$ cat src/rtl/dmt_pkg.sv
package dmt_pkg;

  typedef enum logic [1:0] {
    M_13     = 2'b00,
    M_16     = 2'b01,
    M_RELOAD = 2'b10,
    M_SPLIT  = 2'b11
  } tmode_e;

  // One step of the main counter: returns {overflow, next count}.
  function automatic logic [16:0] f_next(input tmode_e m, input logic [15:0] c);
    logic [13:0] s13;
    logic [16:0] r;
    unique case (m)
      M_13: begin
        s13 = {1'b0, c[15:8], c[4:0]} + 14'd1;
        r   = {s13[13], s13[12:5], c[7:5], s13[4:0]};
      end
      M_16:     r = {1'b0, c} + 17'd1;
      M_RELOAD: r = (c[7:0] == 8'hFF) ? {1'b1, c[15:8], c[15:8]}
                                      : {1'b0, c[15:8], c[7:0] + 8'd1};
      default:  r = {c[7:0] == 8'hFF, c[15:8], c[7:0] + 8'd1};
    endcase
    return r;
  endfunction

endpackage

$ cat src/rtl/dmt_sync_edge.sv
module dmt_sync_edge #(
  parameter bit RISE = 1'b0
) (
  input  logic clk,
  input  logic rst_n,
  input  logic pin,
  output logic pulse
);
  logic s1, s2, s3;

  always_ff @(posedge clk or negedge rst_n) begin
    if (!rst_n) begin
      s1 <= 1'b0;
      s2 <= 1'b0;
      s3 <= 1'b0;
    end else begin
      s1 <= pin;
      s2 <= s1;
      s3 <= s2;
    end
  end

  generate
    if (RISE) begin : g_rise
      assign pulse = s2 & ~s3;
    end else begin : g_fall
      assign pulse = ~s2 & s3;
    end
  endgenerate
endmodule

$ cat src/rtl/dmt_prescale.sv
module dmt_prescale #(
  parameter int DIV_A   = 12,
  parameter int DIV_B   = 4,
  parameter int DIV_C   = 48,
  parameter int EXT_DIV = 8
) (
  input  logic       clk,
  input  logic       rst_n,
  input  logic [1:0] scale,
  input  logic       ext_osc,
  output logic       pre_tick
);
  function automatic int f_max3(input int a, input int b, input int c);
    int m;
    m = (a > b) ? a : b;
    return (m > c) ? m : c;
  endfunction

  localparam int CW = $clog2(f_max3(DIV_A, DIV_B, DIV_C) + 1);
  localparam int EW = $clog2(EXT_DIV + 1);

  logic [2:0] hit;

  for (genvar g = 0; g < 3; g++) begin : g_div
    localparam int D = (g == 0) ? DIV_A : (g == 1) ? DIV_B : DIV_C;
    logic [CW-1:0] c;
    always_ff @(posedge clk or negedge rst_n) begin
      if (!rst_n)                 c <= '0;
      else if (c == CW'(D - 1))   c <= '0;
      else                        c <= c + CW'(1);
    end
    assign hit[g] = (c == CW'(D - 1));
  end

  logic          ext_rise;
  logic [EW-1:0] ec;

  dmt_sync_edge #(.RISE(1'b1)) u_ext (
    .clk(clk), .rst_n(rst_n), .pin(ext_osc), .pulse(ext_rise)
  );

  always_ff @(posedge clk or negedge rst_n) begin
    if (!rst_n)                                   ec <= '0;
    else if (ext_rise && ec == EW'(EXT_DIV - 1))  ec <= '0;
    else if (ext_rise)                            ec <= ec + EW'(1);
  end

  always_comb begin
    unique case (scale)
      2'b00:   pre_tick = hit[0];
      2'b01:   pre_tick = hit[1];
      2'b10:   pre_tick = hit[2];
      default: pre_tick = ext_rise && (ec == EW'(EXT_DIV - 1));
    endcase
  end
endmodule

$ cat src/rtl/dmt_timer_core.sv
module dmt_timer_core
  import dmt_pkg::*;
#(
  parameter bit SPLIT_CAP = 1'b0
) (
  input  logic        clk,
  input  logic        rst_n,
  input  tmode_e      mode,
  input  logic        tick_main,
  input  logic        tick_hi,
  input  logic        wr_lo,
  input  logic        wr_hi,
  input  logic [7:0]  wdata,
  output logic [15:0] cnt,
  output logic        ovf_main,
  output logic        ovf_hi
);
  logic        split, go_main, go_hi;
  logic [15:0] nxt;
  logic [16:0] stepv;

  assign split   = (mode == M_SPLIT);
  assign go_main = tick_main && !wr_lo && !(wr_hi && !split) && (SPLIT_CAP || !split);
  assign go_hi   = SPLIT_CAP && split && tick_hi && !wr_hi;
  assign stepv   = f_next(mode, cnt);

  always_comb begin
    nxt      = cnt;
    ovf_main = 1'b0;
    ovf_hi   = 1'b0;
    if (go_main) begin
      nxt      = stepv[15:0];
      ovf_main = stepv[16];
    end
    if (go_hi) begin
      nxt[15:8] = cnt[15:8] + 8'd1;
      ovf_hi    = &cnt[15:8];
    end
    if (wr_lo) nxt[7:0]  = wdata;
    if (wr_hi) nxt[15:8] = wdata;
  end

  always_ff @(posedge clk or negedge rst_n) begin
    if (!rst_n) cnt <= '0;
    else        cnt <= nxt;
  end
endmodule

$ cat src/rtl/dual_mode_timer.sv
module dual_mode_timer
  import dmt_pkg::*;
#(
  parameter int DIV_A   = 12,
  parameter int DIV_B   = 4,
  parameter int DIV_C   = 48,
  parameter int EXT_DIV = 8
) (
  input  logic       clk,
  input  logic       rst_n,
  input  logic       wr_en,
  input  logic [1:0] wr_sel,
  input  logic [7:0] wr_data,
  input  logic [1:0] rd_sel,
  output logic [7:0] rd_data,
  input  logic [1:0] mode0,
  input  logic [1:0] mode1,
  input  logic [1:0] cnt_sel,
  input  logic [1:0] clk_sel,
  input  logic [1:0] scale,
  input  logic [1:0] run,
  input  logic [1:0] int_en,
  input  logic [1:0] flag_clr,
  input  logic [1:0] evt_pin,
  input  logic       ext_osc,
  output logic [1:0] flag,
  output logic [1:0] irq
);
  localparam int NT = 2;

  // Named internal events (observed by the checker).
  logic        pre_tick;
  logic [1:0]  evt_fall;
  logic [1:0]  tclk;
  logic [1:0]  tick_main;
  logic [1:0]  ovf_main;
  logic [1:0]  ovf_hi;
  logic        tick_hi0;
  logic [15:0] cnt_v [NT];
  logic [15:0] cnt0, cnt1;
  tmode_e      mode_v [NT];
  logic [1:0]  flag_q, flag_set;

  assign mode_v[0] = tmode_e'(mode0);
  assign mode_v[1] = tmode_e'(mode1);

  dmt_prescale #(
    .DIV_A(DIV_A), .DIV_B(DIV_B), .DIV_C(DIV_C), .EXT_DIV(EXT_DIV)
  ) u_pre (
    .clk(clk), .rst_n(rst_n), .scale(scale), .ext_osc(ext_osc), .pre_tick(pre_tick)
  );

  assign tick_hi0 = run[1] & tclk[0];

  for (genvar t = 0; t < NT; t++) begin : g_tmr
    logic wr_lo_t, wr_hi_t;

    dmt_sync_edge #(.RISE(1'b0)) u_evt (
      .clk(clk), .rst_n(rst_n), .pin(evt_pin[t]), .pulse(evt_fall[t])
    );

    assign tclk[t]      = clk_sel[t] | pre_tick;
    assign tick_main[t] = run[t] & (cnt_sel[t] ? evt_fall[t] : tclk[t]);
    assign wr_lo_t      = wr_en && (wr_sel == 2'(2 * t));
    assign wr_hi_t      = wr_en && (wr_sel == 2'(2 * t + 1));

    dmt_timer_core #(.SPLIT_CAP(t == 0)) u_core (
      .clk(clk), .rst_n(rst_n), .mode(mode_v[t]),
      .tick_main(tick_main[t]), .tick_hi((t == 0) ? tick_hi0 : 1'b0),
      .wr_lo(wr_lo_t), .wr_hi(wr_hi_t), .wdata(wr_data),
      .cnt(cnt_v[t]), .ovf_main(ovf_main[t]), .ovf_hi(ovf_hi[t])
    );
  end

  assign cnt0 = cnt_v[0];
  assign cnt1 = cnt_v[1];

  // Split high half of timer 0 reports through timer 1's flag.
  assign flag_set = {ovf_main[1] | ovf_hi[0] | ovf_hi[1], ovf_main[0]};

  always_ff @(posedge clk or negedge rst_n) begin
    if (!rst_n) flag_q <= '0;
    else        flag_q <= flag_set | (flag_q & ~flag_clr);
  end

  assign flag = flag_q;
  assign irq  = flag_q & int_en;

  always_comb begin
    unique case (rd_sel)
      2'd0:    rd_data = cnt0[7:0];
      2'd1:    rd_data = cnt0[15:8];
      2'd2:    rd_data = cnt1[7:0];
      default: rd_data = cnt1[15:8];
    endcase
  end
endmodule


$ cat config.mk
export PLATFORM = sky130hd
export DESIGN_NAME = dual_mode_timer
export DESIGN_NICKNAME = d
export VERILOG_FILES = /design/src/rtl/dmt_pkg.sv /design/src/rtl/dmt_sync_edge.sv /design/src/rtl/dmt_prescale.sv /design/src/rtl/dmt_timer_core.sv /design/src/rtl/dual_mode_timer.sv
export SDC_FILE = /design/constraint.sdc
export NUM_CORES = 1
export LEC_CHECK = 0
export BUFFER_PORTS_ARGS = -buffer_cell sky130_fd_sc_hd__buf_2
export CELL_PAD_IN_SITES_DETAIL_PLACEMENT = 1
export CELL_PAD_IN_SITES_GLOBAL_PLACEMENT = 1
export CORE_MARGIN = 2
export CORE_UTILIZATION = 30
export CTS_BUF_LIST = sky130_fd_sc_hd__clkbuf_4
export DETAILED_ROUTE_END_ITERATION = 6
export GPL_ROUTABILITY_DRIVEN = 0
export PLACE_DENSITY_LB_ADDON = 0.1
export REMOVE_ABC_BUFFERS = 1
export SETUP_SLACK_MARGIN = 0.05
export SLEW_MARGIN = 25
export SYNTH_ARGS = -nofsm -noshare
export SYNTH_HDL_FRONTEND = slang
export SYNTH_SLANG_ARGS = --single-unit
$ cat constraint.sdc
create_clock -name clk -period 2.62 [get_ports clk]
set_input_delay 0.393 -clock clk [delete_from_list [all_inputs] [get_ports clk]]
set_output_delay 0.393 -clock clk [all_outputs]
set_load 0.05 [all_outputs]
After elaboration in Yosys (flattened, before gate mapping)
Cells that the tools add are included.
{"block": "word_totals", "regBits": 65, "inputBits": 34, "out_inout_bits": 12, "word_cells": 131}
{"block": "classes", "add_sub_neg": 11, "n_eq_ne": 23, "mux": 23, "bitwise_logic": 16, "reduce_logical": 38}
{"cell": "$pmux W17 S3", "n": 2}
{"cell": "$mux W8", "n": 5}
{"cell": "$add A16 B1 Y17 const B", "n": 2}
{"cell": "$mux W17", "n": 2}
{"cell": "$mux W16", "n": 2}
{"cell": "$add A13 B1 Y14 const B", "n": 2}
{"cell": "$add A8 B1 Y8 const B", "n": 3}
{"cell": "$pmux W8 S3", "n": 1}
{"cell": "$add A6 B1 Y6 const B", "n": 3}
{"cell": "$mux W6", "n": 3}
{"cell": "$eq A2 B2 Y1 const B", "n": 8}
{"cell": "$eq A8 B8 Y1 const B", "n": 2}
{"cell": "$logic_and A1 B1 Y1", "n": 14}
{"cell": "$eq A2 B1 Y1 const B", "n": 5}
{"cell": "$logic_not A2 Y1", "n": 5}
{"cell": "$mux W4", "n": 2}
{"cell": "$reduce_and A8 Y1", "n": 1}
{"cell": "$reduce_bool A2 Y1", "n": 4}
{"cell": "$logic_not A1 Y1", "n": 7}
{"cell": "$and A1 B1 Y1", "n": 6}
{"cell": "$eq A6 B2 Y1 const B", "n": 1}
{"cell": "$eq A6 B4 Y1 const B", "n": 1}
{"cell": "$eq A6 B6 Y1 const B", "n": 1}
{"cell": "$ne A2 B1 Y1 const B", "n": 3}
{"cell": "14 further kinds", "n": 26}

Longest topological paths before layout
{"block": "logic_depth", "word_depth": 13, "mapped_depth": 8, "ltp_nobuf": 7}

Modules after synthesis
A second synthesis with hierarchy kept.
{"block": "hier_totals", "hier_cells": 484, "hier_area_um2": 4429.2}
{"mod": "dmt_timer_core at g_tmr[0].u_core", "n_inst": 1, "cells_each": 199, "area_per_inst_um2": 1507.7, "seq_area_each_um2": 400.4}
{"mod": "dmt_timer_core at g_tmr[1].u_core", "n_inst": 1, "cells_each": 163, "area_per_inst_um2": 1325.0, "seq_area_each_um2": 400.4}
{"mod": "dmt_prescale", "n_inst": 1, "cells_each": 80, "area_per_inst_um2": 972.2, "seq_area_each_um2": 550.5}
{"mod": "dual_mode_timer", "n_inst": 1, "cells_each": 30, "area_per_inst_um2": 357.8, "seq_area_each_um2": 50.0}
{"mod": "dmt_sync_edge", "n_inst": 3, "cells_each": 4, "area_per_inst_um2": 88.8, "seq_area_each_um2": 75.1}

Least setup slack after synthesis
Ideal clock, no wire load.
{"block": "synth_path", "path_kind": "reg2reg", "startpoint": "register g_tmr[0].u_core.cnt[0]", "endpoint": "register g_tmr[0].u_core.cnt[1]", "setup_ps": 126, "arrival_time_ps": 2085, "required_ps": 2494, "setup_slack_ps": 409, "stages_incl_launch_ff": 9, "n_path_buf": 1, "period_less_slack_ps": 2211, "path_cell_list": "dfrtp_1 -> ha_1 -> nand4_1 -> nor2_1 -> and3_1 -> buf_2 -> mux2_2 -> and3_1 -> a221o_1"}
{"block": "synth_between", "elab_chain_len": 5, "word_cells_on_any_way": 8, "classes_between": "add/sub (3); eq/ne (1); mux (4)"}
{"element": "start, declared", "line": "dmt_timer_core.sv:14", "source": "output logic [15:0] cnt,"}
{"element": "start signal, assigned", "line": "dmt_timer_core.sv:45", "source": "else cnt <= nxt;"}
{"element": "$add A8 B1 Y8 / $eq A8 B8 Y1 (equally long branches)", "line": "dmt_pkg.sv:21, dmt_pkg.sv:22, dmt_pkg.sv:20"}
{"element": "$mux W17", "line": "dmt_pkg.sv:20", "source": "M_RELOAD: r = (c[7:0] == 8'hFF) ? {1'b1, c[15:8], c[15:8]}"}
{"element": "$pmux W17 S3 *", "line": "dmt_pkg.sv:14", "source": "unique case (m)"}
{"element": "$mux W16 *", "line": "dmt_timer_core.sv:31", "source": "if (go_main) begin"}
{"element": "$mux W8 *", "line": "dmt_timer_core.sv:39", "source": "if (wr_lo) nxt[7:0] = wdata;"}
Every way passes the cells marked *; elsewhere a longest branch is shown, timed or not. The select of a mux whose other input is x is not followed.
A chain may end at the register's enable or synchronous reset.

Worst setup path in the final report
{"block": "layout_path", "startpoint": "register u_pre.g_div[1].c[0]", "endpoint": "register g_tmr[1].u_core.cnt[2]"}
{"block": "layout_between", "elab_chain_len": 9}
{"element": "start, declared", "line": "dmt_prescale.sv:26", "source": "logic [CW-1:0] c;"}
{"element": "start signal, assigned", "line": "dmt_prescale.sv:30", "source": "else c <= c + CW'(1);"}
{"element": "$eq A6 B2 Y1", "line": "dmt_prescale.sv:32", "source": "assign hit[g] = (c == CW'(D - 1));"}
{"element": "$pmux W1 S3", "line": "dmt_prescale.sv:49", "source": "unique case (scale)"}
{"element": "$or A1 B1 Y1", "line": "dual_mode_timer.sv:62", "source": "assign tclk[t] = clk_sel[t] | pre_tick;"}
{"element": "$mux W1", "line": "dual_mode_timer.sv:63", "source": "assign tick_main[t] = run[t] & (cnt_sel[t] ? evt_fall[t] : tclk[t]);"}
{"element": "$and A1 B1 Y1", "line": "dual_mode_timer.sv:63"}
{"element": "$logic_and A1 B1 Y1 (3 in series)", "line": "dmt_timer_core.sv:23", "source": "assign go_main = tick_main && !wr_lo && !(wr_hi && !split) && (SPLIT_CAP || !split);"}
{"element": "$reduce_bool A2 Y1 (no source line)"}
{"element": "end signal, assigned", "line": "dmt_timer_core.sv:45"}
{"element": "end, declared", "line": "dmt_timer_core.sv:14"}
Every way passes these cells.

==> impl_metrics.csv <==
group,metric,value,unit
outcome,status,"completed",
placed_design,placed_cell_area,0.00500,mm2
routing,vias_per_cell,5.55,
cells_and_area,final_cells,743,
yosys,postSynthCellCount,476,
placed_design,portBuffers,45,
clock_network,cts.sinks,65,
grt,grt_start_max_net_pins,31,
clock_network,clk_path_buf_depth,2,
cells_and_area,final_area,0.00540,mm2
grt,antenna_found_initial,1,
yosys,yosysTopAreaCell,"dfrtp_1",
routing,dr_total_vias,4122,
yosys,synth_cell_types,74,
min_path,hold_path_class,"in -> reg",
grt,grt_pass1_vias,4343,
routing,drc,0,
worst_setup_path,crit_arrival,2830,ps
run,cap_violations,0,
placed_design,dp_hpwl,12100,um
clock_network,tritoncts,"yes",
cells_and_area,utilization,0.373,
worst_setup_path,r2r_slack,130,ps
floorplan,initial_core_util,0.306,
timing,slew_headroom,0.537,
worst_setup_path,crit_required,2960,ps
min_path,hold_path_startpoint,"flag_clr[0]",
yosys,ys_seq_area_frac,0.367,
clock_network,clkSlewWorstSetupHoldPaths,130,ps
floorplan,row_count,44,
timing,fin_skew,30.3,ps
timing,clock.fmax,402,MHz
yosys,ys_warn_count,0,
pwr,p_leak,2.20,nW
min_path,hold_path_depth,3,
clock_network,h-tree-depth,3,
worst_setup_path,rr_startpoint,"u_pre.g_div[1].c[0]",
floorplan,pin_count,46,
routing,drt_first_iter_violations,256,
worst_setup_path,cp_max_fo,7,
pwr,peakVddDrop,331,uV
timing,finalSetupViolCount,0,
worst_setup_path,end_kind,"register",
yosys,netlist_top_cells_area,"dfrtp_1, mux4_2, xnor2_1, nor2_1, nand3_1",
yosys,async_flop_share,1.00,
cells_and_area,area_growth,21.7,%
worst_setup_path,ff2ff_path_depth,10,
clock_network,cts_buffers,9,
floorplan,core-area,0.0145,mm2
cells_and_area,nNetsFinal,594,
floorplan,die_x,126,um
timing,hold_ws,219,ps
yosys,synth_top_area_frac,0.367,
yosys,synthFlopType,"dfrtp_1",
pwr,p_per_area,627,mW/mm2
timing,worst_slew_pin_slew,687,ps
worst_setup_path,critPathSlowestCell,"dfrtp_1",
grt,track_usage,0.203,
routing,drt_pass1_iterations,4,
worst_setup_path,crit_chain,"ha_2, nand2b_1, nor4_4, buf_4, a2111oi_4, buf_6, a2111oi_4, buf_4, a21oi_1, a221o_1",
min_path,hold_path_end,"flag[0]",
yosys,syn_area_per_cell,9.32,um2
worst_setup_path,crit_type,"reg -> reg",
routing,post_drt_wl_per_cell,21.1,um
timing,setup_tns,0,ps
cells_and_area,fill_cells,1703,
routing,drt_wl_total,15700,um
grt,grt_pass1_wl,24500,um
clock_network,insertion_delay,470,ps
timing,period_minus_slack,2490,ps
worst_setup_path,r2r-end,"g_tmr[1].u_core.cnt[2]",
yosys,synth-seq-cells,65,
timing,fin_crit_sh,0.950,
floorplan,die_height,126,um
timing,drv_slew,0,
floorplan,dieArea,0.0158,mm2
yosys,syn-cell-area,0.00444,mm2
worst_setup_path,worst_setup_path_start_kind,"register",
routing,ant_nets,0,
placed_design,dp.cells,710,
clock_network,cts-root-buf,"clkbuf_4",
timing,hold_viol_final,0,
grt,grt_overflow,0,
cells_and_area,drive_above_1_share,0.237,
yosys,synth_edf_count,0,
worst_setup_path,slowest_delay,430,ps
timing,rsz0062_at_grt,"false",
cell families after synthesis:
family | share of synthesized area
DFF | 0.367
xor gates and xnor gates | 0.0494
adders and majority gates | 0.0197
AOI/OAI and AO/OA | 0.228
and+or+nand+nor | 0.236
buffers and inverters | 0.0347
muxes | 0.0651
synthesized netlist by cell type, drive strengths merged (3+ instances only):
| cell | instances |
|---|---|
| mux4 | 8 |
| clkbuf | 16 |
| mux2 | 4 |
| a211oi | 9 |
| and2 | 12 |
| or3 | 5 |
| inv | 19 |
| nand4 | 9 |
| a21o | 7 |
| nand3b | 5 |
| nor2b | 10 |
| a31oi | 3 |
| a22o | 4 |
| ha | 7 |
| o211ai | 7 |
| nor2 | 41 |
| o31ai | 5 |
| a21oi | 22 |
| nand3 | 27 |
| and3 | 10 |
| a32o | 3 |
| o22ai | 3 |
| or2 | 3 |
| xor2 | 5 |
| a2111oi | 3 |
| o21ai | 21 |
| nor4 | 10 |
| a311o | 3 |
| a221o | 12 |
| nand2 | 30 |
| nor3 | 15 |
| buf | 3 |
| xnor2 | 20 |
| mux2i | 6 |
| nor3b | 3 |
| dfrtp | 65 |
report_power, final:
part / internal, mW / switching (mW) / leakage (nW)
Sequential: 1.16 / 0.255 / 0.819
Clock: 0.492 / 0.455 / 0.0976
Combinational: 0.438 / 0.592 / 1.28
critical path: cells and delay by family (launching register included):
| family | cells | cell delay, ps |
|---|---|---|
| AOI/OAI and AO/OA | 4 | 840 |
| buffers and inverters | 3 | 550 |
| DFF | 1 | 430 |
| and+or+nand+nor | 2 | 320 |
| adders and majority gates | 1 | 230 |
state kept, by name, summed over array words and instances, names as in the netlist:
register / count
g_tmr.u_evt.s2: 2
u_pre.u_ext.s3: 1
u_pre.ec: 4
g_tmr.u_core.cnt: 32
g_tmr.u_evt.s3: 2
flag: 2
u_pre.g_div.c: 18
u_pre.u_ext.s2: 1
g_tmr.u_evt.s1: 2
u_pre.u_ext.s1: 1
area by class of cell:
| cell class | instances | area, um2 | area share |
|---|---|---|---|
| clock buffer | 9 | 67.6 | 0.0125 |
| inverter | 19 | 71.3 | 0.0132 |
| multi-input combinational | 373 | 2730 | 0.505 |
| tap | 184 | 230 | 0.0426 |
| timing repair buffer | 85 | 552 | 0.102 |
| antenna | 1 | 2.50 | 0.000463 |
| clock inverter | 7 | 124 | 0.0229 |
| sequential | 65 | 1630 | 0.301 |
cell usage in the layout, fill, tap and decap left out, types with 7 or more instances in the layout:
cell type | Yosys | routed
a211oi_1 | 9 | 9
a21o_1 | 7 | 7
a21oi_1 | 22 | 21
a221o_1 | 12 | 12
and2_1 | 12 | 12
and3_1 | 10 | 10
buf_2 | 2 | 45
buf_4 | 0 | 34
clkbuf_4 | 0 | 9
dfrtp_1 | 65 | 65
inv_1 | 19 | 19
mux4_2 | 8 | 8
nand2_1 | 30 | 30
nand3_1 | 27 | 27
nand4_1 | 9 | 9
nor2_1 | 40 | 39
nor2b_1 | 10 | 10
nor3_1 | 14 | 14
nor4_1 | 7 | 7
o211ai_1 | 7 | 7
o21ai_0 | 19 | 19
xnor2_1 | 20 | 20
per-layer routing:
| layer | up-vias | global-route usage | part of all wire |
|---|---|---|---|
| li1 | 1967 | - | - |
| met4 | 0 | 0.0817 | 0.021 |
| met3 | 19 | 0.0285 | 0.029 |
| met1 | 2077 | 0.270 | 0.46 |
| met5 | - | 0 | 0 |
| met2 | 59 | 0.335 | 0.49 |
timing repair:
item                                    CTS  global route
endpoints found under the hold margin    25             0
resized for setup                         2            10
pin swaps                                 1             7
hold buffers                              4             0
gates cloned                              0             0
endpoints found under the setup margin    6            14
buffers inserted                          1            11
stage by stage:
step / total power [mW] / worst slack [ps]
floorplan: 2.01 / 383
global placement: 2.41 / 109
detailed placement: 2.44 / -39.0
CTS: 3.41 / 77.4
global route: 3.58 / 22.3
finish: 3.39 / 131
how the worst max path moves through the flow:
stage / slack (ps) / start / cells after the start / end
final: 130 / u_pre.g_div[1].c[0] / 10 / g_tmr[1].u_core.cnt[2]
after global routing: 20 / u_pre.g_div[1].c[0] / 10 / g_tmr[1].u_core.cnt[2]
after CTS: 80 / u_pre.g_div[2].c[0] / 7 / g_tmr[1].u_core.cnt[0]
after detailed placement: -40 / u_pre.g_div[2].c[0] / 7 / g_tmr[1].u_core.cnt[15]
after global placement: 110 / u_pre.g_div[2].c[0] / 7 / g_tmr[1].u_core.cnt[15]
after floorplan: 380 / u_pre.g_div[2].c[0] / 7 / g_tmr[1].u_core.cnt[15]
No activity file was read; power rests on OpenSTA's default activity.
